==> src/rtl/irq_pkg.sv <==
package irq_pkg;
   localparam int unsigned DEF_NSRC     = 6;
   localparam int unsigned DEF_VEC_W    = 8;
   localparam int unsigned DEF_VEC_BASE = 4;
   localparam int unsigned DEF_VEC_STEP = 4;

   typedef enum logic [2:0] {
      SRC_USB    = 3'd0,
      SRC_TMR0   = 3'd1,
      SRC_TMR1   = 3'd2,
      SRC_PLAY   = 3'd3,
      SRC_SERIAL = 3'd4,
      SRC_RECORD = 3'd5
   } irq_src_e;

   function automatic int unsigned vec_addr(input int unsigned base,
                                            input int unsigned step,
                                            input int unsigned idx);
      return base + step * idx;
   endfunction
endpackage

==> src/rtl/irq_strobe_sync.sv <==
module irq_strobe_sync #(
   parameter bit EDGE_MODE = 1'b1
) (
   input  logic clk,
   input  logic rst_n,
   input  logic stb_i,
   output logic sample_o
);
   generate
      if (EDGE_MODE) begin : g_edge
         logic stb_q;
         always_ff @(posedge clk or negedge rst_n) begin
            if (!rst_n) stb_q <= 1'b0;
            else        stb_q <= stb_i;
         end
         assign sample_o = stb_i & ~stb_q;


         sample_edge_chk: assert property (@(posedge clk) disable iff (!rst_n)
            sample_o |=> !sample_o);
      end else begin : g_level
         assign sample_o = stb_i;
      end
   endgenerate
endmodule

==> src/rtl/irq_flag_bank.sv <==
module irq_flag_bank #(
   parameter int unsigned N = 6
) (
   input  logic         clk,
   input  logic         rst_n,
   input  logic [N-1:0] set_i,
   input  logic [N-1:0] sw_clr_i,
   input  logic [N-1:0] ack_clr_i,
   output logic [N-1:0] flags_o
);
   generate
      for (genvar i = 0; i < N; i++) begin : g_flag
         always_ff @(posedge clk or negedge rst_n) begin
            if (!rst_n)                          flags_o[i] <= 1'b0;
            else if (set_i[i])                   flags_o[i] <= 1'b1;
            else if (sw_clr_i[i] | ack_clr_i[i]) flags_o[i] <= 1'b0;
         end


         served_clr_chk: assert property (@(posedge clk) disable iff (!rst_n)
            (ack_clr_i[i] && !set_i[i]) |=> !flags_o[i]);

         set_wins_chk: assert property (@(posedge clk) disable iff (!rst_n)
            set_i[i] |=> flags_o[i]);

         flag_hold_chk: assert property (@(posedge clk) disable iff (!rst_n)
            (flags_o[i] && !sw_clr_i[i] && !ack_clr_i[i]) |=> flags_o[i]);
      end
   endgenerate
endmodule

==> src/rtl/irq_prio_sel.sv <==
module irq_prio_sel #(
   parameter int unsigned N  = 6,
   parameter int unsigned IW = (N > 1) ? $clog2(N) : 1
) (
   input  logic [N-1:0]  req_i,
   output logic [N-1:0]  grant_o,
   output logic          any_o,
   output logic [IW-1:0] idx_o
);
   logic [N:0] seen;
   assign seen[0] = 1'b0;

   generate
      for (genvar i = 0; i < N; i++) begin : g_chain
         assign grant_o[i]  = req_i[i] & ~seen[i];
         assign seen[i+1]   = seen[i] | req_i[i];
      end
   endgenerate

   assign any_o = seen[N];

   always_comb begin
      idx_o = '0;
      for (int i = N - 1; i >= 0; i--) begin
         if (req_i[i]) idx_o = IW'(i);
      end
   end


   always_comb begin
      grant_onehot_chk: assert ($onehot0(grant_o));
   end
endmodule

==> src/rtl/irq_gie_ctl.sv <==
module irq_gie_ctl (
   input  logic clk,
   input  logic rst_n,
   input  logic take_i,
   input  logic ret_en_i,
   input  logic ret_plain_i,
   input  logic wr_i,
   input  logic wdata_i,
   output logic gie_o
);
   always_ff @(posedge clk or negedge rst_n) begin
      if (!rst_n)        gie_o <= 1'b0;
      else if (take_i)   gie_o <= 1'b0;
      else if (ret_en_i) gie_o <= 1'b1;
      else if (wr_i)     gie_o <= wdata_i;
   end


   reten_set_chk: assert property (@(posedge clk) disable iff (!rst_n)
      (ret_en_i && !take_i) |=> gie_o);

   plain_keep_chk: assert property (@(posedge clk) disable iff (!rst_n)
      (ret_plain_i && !ret_en_i && !wr_i && !take_i) |=> $stable(gie_o));

   take_clr_chk: assert property (@(posedge clk) disable iff (!rst_n)
      take_i |=> !gie_o);
endmodule

==> src/rtl/irq_vec_ctrl.sv <==
module irq_vec_ctrl #(
   parameter int unsigned NSRC      = irq_pkg::DEF_NSRC,
   parameter int unsigned VEC_W     = irq_pkg::DEF_VEC_W,
   parameter int unsigned VEC_BASE  = irq_pkg::DEF_VEC_BASE,
   parameter int unsigned VEC_STEP  = irq_pkg::DEF_VEC_STEP,
   parameter bit          EDGE_MODE = 1'b1
) (
   input  logic             clk,
   input  logic             rst_n,
   input  logic             phase_stb,
   input  logic [NSRC-1:0]  req_pulse,
   input  logic [NSRC-1:0]  src_en,
   input  logic [NSRC-1:0]  flag_clr,
   input  logic             gie_wr,
   input  logic             gie_wdata,
   input  logic             ret_en,
   input  logic             ret_plain,
   input  logic             stack_full,
   output logic             irq_ack,
   output logic [VEC_W-1:0] irq_vector,
   output logic [NSRC-1:0]  req_flags,
   output logic             gie
);
   localparam int unsigned IW      = (NSRC > 1) ? $clog2(NSRC) : 1;
   localparam int unsigned VEC_TOP = irq_pkg::vec_addr(VEC_BASE, VEC_STEP, NSRC - 1);

   generate
      if (NSRC < 1 || NSRC > 32) begin : g_bad_nsrc
         $error("irq_vec_ctrl: NSRC out of range");
      end
      if (VEC_W < 1 || VEC_W > 31) begin : g_bad_vecw
         $error("irq_vec_ctrl: VEC_W out of range");
      end else if (VEC_TOP >= (1 << VEC_W)) begin : g_bad_vec
         $error("irq_vec_ctrl: highest vector does not fit VEC_W");
      end
      if (VEC_BASE == 0) begin : g_bad_base
         $error("irq_vec_ctrl: VEC_BASE must be nonzero so idle vector is distinct");
      end
   endgenerate

   logic            sample;
   logic [NSRC-1:0] eligible;
   logic [NSRC-1:0] grant;
   logic [NSRC-1:0] ack_clr;
   logic            take;
   logic [IW-1:0]   win_idx;
   logic            ack_q;
   logic [VEC_W-1:0] vec_q;
   logic [VEC_W-1:0] vec_next;

   irq_strobe_sync #(.EDGE_MODE(EDGE_MODE)) u_stb (
      .clk      (clk),
      .rst_n    (rst_n),
      .stb_i    (phase_stb),
      .sample_o (sample)
   );

   assign eligible = req_flags & src_en & {NSRC{sample & gie & ~stack_full}};

   irq_prio_sel #(.N(NSRC), .IW(IW)) u_prio (
      .req_i   (eligible),
      .grant_o (grant),
      .any_o   (take),
      .idx_o   (win_idx)
   );

   assign ack_clr = take ? grant : '0;

   irq_flag_bank #(.N(NSRC)) u_flags (
      .clk       (clk),
      .rst_n     (rst_n),
      .set_i     (req_pulse),
      .sw_clr_i  (flag_clr),
      .ack_clr_i (ack_clr),
      .flags_o   (req_flags)
   );

   irq_gie_ctl u_gie (
      .clk         (clk),
      .rst_n       (rst_n),
      .take_i      (take),
      .ret_en_i    (ret_en),
      .ret_plain_i (ret_plain),
      .wr_i        (gie_wr),
      .wdata_i     (gie_wdata),
      .gie_o       (gie)
   );

   assign vec_next = VEC_W'(irq_pkg::vec_addr(VEC_BASE, VEC_STEP, 32'(win_idx)));

   always_ff @(posedge clk or negedge rst_n) begin
      if (!rst_n) begin
         ack_q <= 1'b0;
         vec_q <= '0;
      end else begin
         ack_q <= take;
         vec_q <= take ? vec_next : '0;
      end
   end

   assign irq_ack    = ack_q;
   assign irq_vector = vec_q;


   ack_pulse_chk: assert property (@(posedge clk) disable iff (!rst_n)
      irq_ack |=> !irq_ack);

   vec_idle_chk: assert property (@(posedge clk) disable iff (!rst_n)
      !irq_ack |-> (irq_vector == '0));

   vec_valid_chk: assert property (@(posedge clk) disable iff (!rst_n)
      irq_ack |-> (irq_vector != '0));

   gie_closed_chk: assert property (@(posedge clk) disable iff (!rst_n)
      irq_ack |-> !gie);

   elig_chk: assert property (@(posedge clk) disable iff (!rst_n)
      $rose(irq_ack) |-> ($past(gie) && !$past(stack_full)));
endmodule

==> config.mk <==
export PLATFORM = sky130hd
export DESIGN_NAME = irq_vec_ctrl
export DESIGN_NICKNAME = d
export VERILOG_FILES = /design/src/rtl/irq_pkg.sv /design/src/rtl/irq_strobe_sync.sv /design/src/rtl/irq_flag_bank.sv /design/src/rtl/irq_prio_sel.sv /design/src/rtl/irq_gie_ctl.sv /design/src/rtl/irq_vec_ctrl.sv
export SDC_FILE = /design/constraint.sdc
export NUM_CORES = 1
export LEC_CHECK = 0
export BUFFER_PORTS_ARGS = -buffer_cell sky130_fd_sc_hd__buf_2
export CAP_MARGIN = 10
export CORE_UTILIZATION = 41
export CTS_CLUSTER_DIAMETER = 100
export DETAILED_ROUTE_END_ITERATION = 6
export PLACE_DENSITY = 0.76
export SYNTH_ARGS = -nofsm -noshare
export SYNTH_HDL_FRONTEND = slang
export SYNTH_HIERARCHICAL = 1
export SYNTH_SLANG_ARGS = --single-unit
export TNS_END_PERCENT = 30
==> constraint.sdc <==
create_clock -name clk -period 2.56 [get_ports clk]
set_clock_uncertainty 0.15 [all_clocks]
set_input_delay 0.256 -clock clk [delete_from_list [all_inputs] [get_ports clk]]
set_output_delay 0.256 -clock clk [all_outputs]
set_load 0.03 [all_outputs]
# --- After elaboration in Yosys (flattened, before gate mapping) ---
# Cells that the tools add are included.
op_classes:
  add_sub_neg: 1
  muxes: 23
  bitwise: 28
  n_reduce_logical: 7
ops:
  columns: ["op", "count"]
  rows:
  - ["$mux W3", 6]
  - ["$mux W1", 15]
  - ["$and A6 B6 Y6", 2]
  - ["$mux W6", 2]
  - ["$reduce_bool A2 Y1", 6]
  - ["$or A1 B1 Y1", 11]
  - ["$and A1 B1 Y1", 8]
  - ["$not A1 Y1", 7]
  - ["$add A3 B5 Y6 const A", 1]
  - ["$reduce_bool A3 Y1", 1]
totals:
  reg_bits: 17
  input_bits: 26
  output_inout_bits: 16

# --- Logic depth before layout (Yosys ltp) ---
depth:
  ltp_word: 15
  ltp_mapped: 8
  depth_no_buf: 8

# --- Cells and area by module ---
# Netlist, hierarchy kept.
by_module_without_submodules:
  columns: ["mod", "instances", "cells_per_inst", "area_per_inst_um2"]
  rows:
  - ["irq_vec_ctrl", 1, 29, 292.8]
  - ["irq_flag_bank", 1, 18, 217.7]
  - ["irq_prio_sel", 1, 17, 107.6]
  - ["irq_gie_ctl", 1, 4, 43.8]
  - ["irq_strobe_sync", 1, 2, 38.8]

# --- Least setup slack after synthesis ---
# Ideal clock, no wire load.
synth_path:
  path_type: "register to register"
  start: "register u_gie.gie_o"
  end: "register u_flags.flags_o[2]"
  t_arrival_ns: 2.062
  t_required_ns: 2.346
  setup_slack_ns: 0.284
  stages_incl_launch_ff: 8
  path_buffers: 0
  path_cell_list: "dfrtp_1 -> and3b_2 -> and3_1 -> or4_4 -> nand2b_4 -> and2_1 -> nor2_1 -> a21o_1"
synth_between:
  elab_chain_len: 11
  word_cells_on_any_way: 13
  classes_between: "mux: 1; bitwise: 11; reduce/logical: 1"
synth_lines:
  columns: ["element", "line_no", "text"]
  rows:
  - ["from (decl)", "irq_gie_ctl.sv:9", "output logic gie_o"]
  - ["from (signal assigned)", "irq_gie_ctl.sv:15", "else if (wr_i) gie_o <= wdata_i;"]
  - ["$and A1 B1 Y1 (2 in a row)", "irq_vec_ctrl.sv:58", "assign eligible = req_flags & src_en & {NSRC{sample & gie & ~stack_full}};"]
  - ["$and A6 B6 Y6", "irq_vec_ctrl.sv:58", null]
  - ["net eligible[0]", "irq_vec_ctrl.sv:42", "logic [NSRC-1:0] eligible;"]
  - ["$or A1 B1 Y1 (5 in a row)", "irq_prio_sel.sv:16", "assign seen[i+1] = seen[i] | req_i[i];"]
  - ["net take", "irq_vec_ctrl.sv:45", "logic take;"]
  - ["$mux W6", "irq_vec_ctrl.sv:67", "assign ack_clr = take ? grant : '0;"]
  - ["net ack_clr[2]", "irq_vec_ctrl.sv:44", "logic [NSRC-1:0] ack_clr;"]
  - ["$or A1 B1 Y1", "irq_flag_bank.sv:16", "else if (sw_clr_i[i] | ack_clr_i[i]) flags_o[i] <= 1'b0;"]
  - ["$reduce_bool A2 Y1 (no line)", null, null]
  - ["to (signal, indexed assignment)", "irq_flag_bank.sv:14", "if (!rst_n) flags_o[i] <= 1'b0;"]
  - ["to (signal, indexed assignment)", "irq_flag_bank.sv:15", "else if (set_i[i]) flags_o[i] <= 1'b1;"]
  - ["to (signal, indexed assignment)", "irq_flag_bank.sv:16", null]
  - ["to (decl)", "irq_flag_bank.sv:9", "output logic [N-1:0] flags_o"]
# The timed path passes the listed nets, and every way through them passes these cells.
# A chain may end at the register's enable or synchronous reset.

# --- Final worst setup path ---
layout_path:
  start: "register u_stb.g_edge.stb_q"
  end: "register vec_q[3] (netlist: irq_vector[3])"
layout_between:
  word_cells_on_any_way: 18
  classes_between: "add/sub: 1; mux: 7; bitwise: 10"
layout_lines:
  columns: ["element", "line_no", "text"]
  rows:
  - ["from (decl)", "irq_strobe_sync.sv:11", "logic stb_q;"]
  - ["from (signal assigned)", "irq_strobe_sync.sv:14", "else stb_q <= stb_i;"]
  - ["$not A1 Y1", "irq_strobe_sync.sv:16", "assign sample_o = stb_i & ~stb_q;"]
  - ["$and A1 B1 Y1", "irq_strobe_sync.sv:16", null]
  - ["net sample", "irq_vec_ctrl.sv:41", "logic sample;"]
  - ["$and A1 B1 Y1 (2 in a row)", "irq_vec_ctrl.sv:58", null]
  - ["$and A6 B6 Y6", "irq_vec_ctrl.sv:58", null]
  - ["net eligible[1]", "irq_vec_ctrl.sv:42", null]
  - ["$mux W3 (2 in a row)", "irq_prio_sel.sv:25", "if (req_i[i]) idx_o = IW'(i);"]
  - ["net win_idx[0]", "irq_vec_ctrl.sv:46", "logic [IW-1:0] win_idx;"]
  - ["$add A3 B5 Y6", "irq_pkg.sv:19", "return base + step * idx;"]
  - ["$mux W6", "irq_vec_ctrl.sv:97", "vec_q <= take ? vec_next : '0;"]
  - ["to (signal assigned)", "irq_vec_ctrl.sv:97", null]
  - ["to (decl)", "irq_vec_ctrl.sv:48", "logic [VEC_W-1:0] vec_q;"]
# The timed path passes the listed nets, and every way through them passes these cells.

==> flow_summary.ini <==
[logic_synthesis]
synth_top_flop_cell = dfrtp_1
syn_area_per_cell_um2 = 10.0
seq_area_frac_synth_pct = 46.4
synth_area_leaders = dfrtp_1 46%, and2_1 7.1%, a21o_1 6.4%
ys_seq_elements = 13
yosysUniqueCellTypes = 24
async_reset_ff_share_pct = 100
netlist_top_cells_count = 13 x dfrtp_1, 12 x nor2_1, 8 x and2_1, 6 x a21o_1, 6 x and3_1
synth-edff-count = 0
synth_warnings = 6
netlist.area_leader.share_pct = 46.4
synth_top_area_cell = dfrtp_1
synth_most_common_cell = dfrtp_1
syn_inst = 70
syn_area_um2 = 701

[cells_and_area]
area_growth_syn_to_layout_pct = 39.6
nets = 144
fillers = 153
antenna_cells = 0
fin_util_pct = 62.8
drive_above_1_share_pct = 37.9

[cts]
clk_pin_slew_ps = 70
htree_levels = 1
cts_tree = done
root_buffer = clkbuf_4
clk-insertion-delay-late_ps = 270
post-cts-setup-buffers = 0
cts_buffer_depth = 2
clock-sinks = 13
cts_buffers = 3
ctsResizeCount = 0

[critical_path]
end_kind = flip-flop
crit_family = simple AND/OR/NAND/NOR gates
critPathMaxFanout = 7
crit_slowest_cell = a221oi_1
arrival_ps = 2310
worstSetupPathType = reg2reg
cp.required_ps = 2570
worstPathCellList = nor2b_4 -> and3b_2 -> and3_1 -> inv_1 -> a221oi_1 -> ha_1 -> and2_1
critPathBufInv = 1
cp_slowest_stage_delay_ps = 450
startpoint_type = flip-flop

[detailed_routing]
drt-total-wl_mm = 1.40
ant_nets = 0
vias_per_cell = 4.72
wire_per_inst_um = 10.6
drtPass1Iterations = 6
vias = 623
dr.first_iter.drc_count = 14
route.detailed.drc = 3

[run_status]
status = complete, but fails checks
violations = DRC

[timing]
setup_viol = 0
layout_setup_ws_ps = 259
fin_setup_tns_ps = 0
period_minus_slack_ps = 2300
grt_setup_unrepaired = false
slew_viol_final = 0
hold_viol_final = 0
fmax_ghz = 0.435
period_share_pct = 89.9

[placed_design]
hpwl_mm = 1.02
io_buffers = 36
dpl_worst_slack_ps = 257
gp_congestion = 0.795

[floorplanning]
rows = 14
die_w_um = 43.3
design.core.area_mm2 = 0.00156
die_y_um = 43.3
dieArea_mm2 = 0.00188
ioPinCount = 42
start_util_pct = 44.9

[global_routing]
overflow = 0
grt_max_degree = 14
track_usage_pct = 17.1
grt_pass1_vias = 558
antenna_found_initial = 0
grt_pass1_wl_mm = 2.31

[power_and_ir_drop]
powerDensity_mw_per_mm2 = 472
p_leak_nw = 0.562
peakVddDrop_v = 0.000321

[run]
cap_violations = 0

[worst_hold_path]
min_path_type = in2reg
[metal layers]
metal	vias to the layer above	wire, um	GRT usage (%)
li1	321	-	-
met1	281	606	19.0
met2	19	703	27.6
met3	2	74	7.92
met4	0	10	8.75
met5	-	0	0
[cell usage in the layout (no fill, tap or decap), drive strengths merged, types with 2 or more instances in the layout]
cell	count
nor2	12
clkbuf	4
buf	37
nor2b	2
dfrtp	13
conb	4
inv	2
dlygate4sd3	7
and2	8
a21o	6
nand2b	3
and3	6
[logic make-up after synthesis]
kind of cell	synth area share, %
buffers and inverters	6.43
AND/OR/NAND/NOR	33.8
other	0.535
adder cells (fa/ha/maj)	1.79
flip-flops	46.4
AO/OA/AOI/OAI	8.39
XOR/XNOR	1.25
multiplexers	1.43
[flip-flops by register name, indices dropped and copies added (netlist names)]
| name | count |
|---|---|
| u_stb/g_edge.stb_q | 1 |
| irq_ack | 1 |
| u_flags/flags_o | 6 |
| irq_vector | 4 |
| u_gie/gie_o | 1 |
[worst register-to-register path, stage by stage (launching register included)]
cell and delay (ps):
dfrtp_1 400, nor2b_4 100, and3b_2 240, and3_1 300, inv_1 90, a221oi_1 450, ha_1 310, and2_1 150
[what timing repair did]
action	CTS	global route
hold endpoints to repair	19	0
setup endpoints to repair	0	0
hold buffers	7	0
[stage by stage]
step | hold slack (ps) | instances | total power [mW] | cell area, um2
finish | 15.0 | 132 | 0.462 | 978
global route | 12.5 | 132 | 0.487 | 978
CTS | 6.46 | 132 | 0.471 | 978
detailed placement | 5.81 | 121 | 0.335 | 882
global placement | 6.46 | 121 | 0.333 | 882
floorplan | -190 | 73 | 0.299 | 712
[final timing paths]
check,from,depth (start not counted),slack [ps],to
min in group asynchronous,rst_n,2,250,u_gie/gie_o$_DFFE_PN0P_
max in group asynchronous,rst_n,2,1790,irq_vector[4]$_DFF_PN0_
worst min register to register,u_flags/flags_o[2]$_DFFE_PN0P_,1,340,u_flags/flags_o[2]$_DFFE_PN0P_
worst max register to register,u_stb/g_edge.stb_q$_DFF_PN0_,7,260,irq_vector[3]$_DFF_PN0_
worst min-delay path,req_pulse[0],2,10,u_flags/flags_o[0]$_DFFE_PN0P_
worst max-delay path,u_stb/g_edge.stb_q$_DFF_PN0_,7,260,irq_vector[3]$_DFF_PN0_
[power breakdown]
part / leakage [nW] / switching [mW] / total, mW / internal [mW]
Combinational: 0.391 / 0.0662 / 0.113 / 0.0466
Clock: 0.0150 / 0.0624 / 0.123 / 0.0604
Sequential: 0.156 / 0.00698 / 0.226 / 0.219
[final cells by class]
class | instances | area [um2] | share of cell area, %
multi-input combinational | 53 | 342 | 34.9
sequential | 13 | 325 | 33.2
timing repair buffer | 44 | 258 | 26.3
clock buffer | 4 | 26.3 | 2.69
tap | 16 | 20.0 | 2.05
inverter | 2 | 7.51 | 0.767
Note: power is estimated with default switching activity, not from simulation.
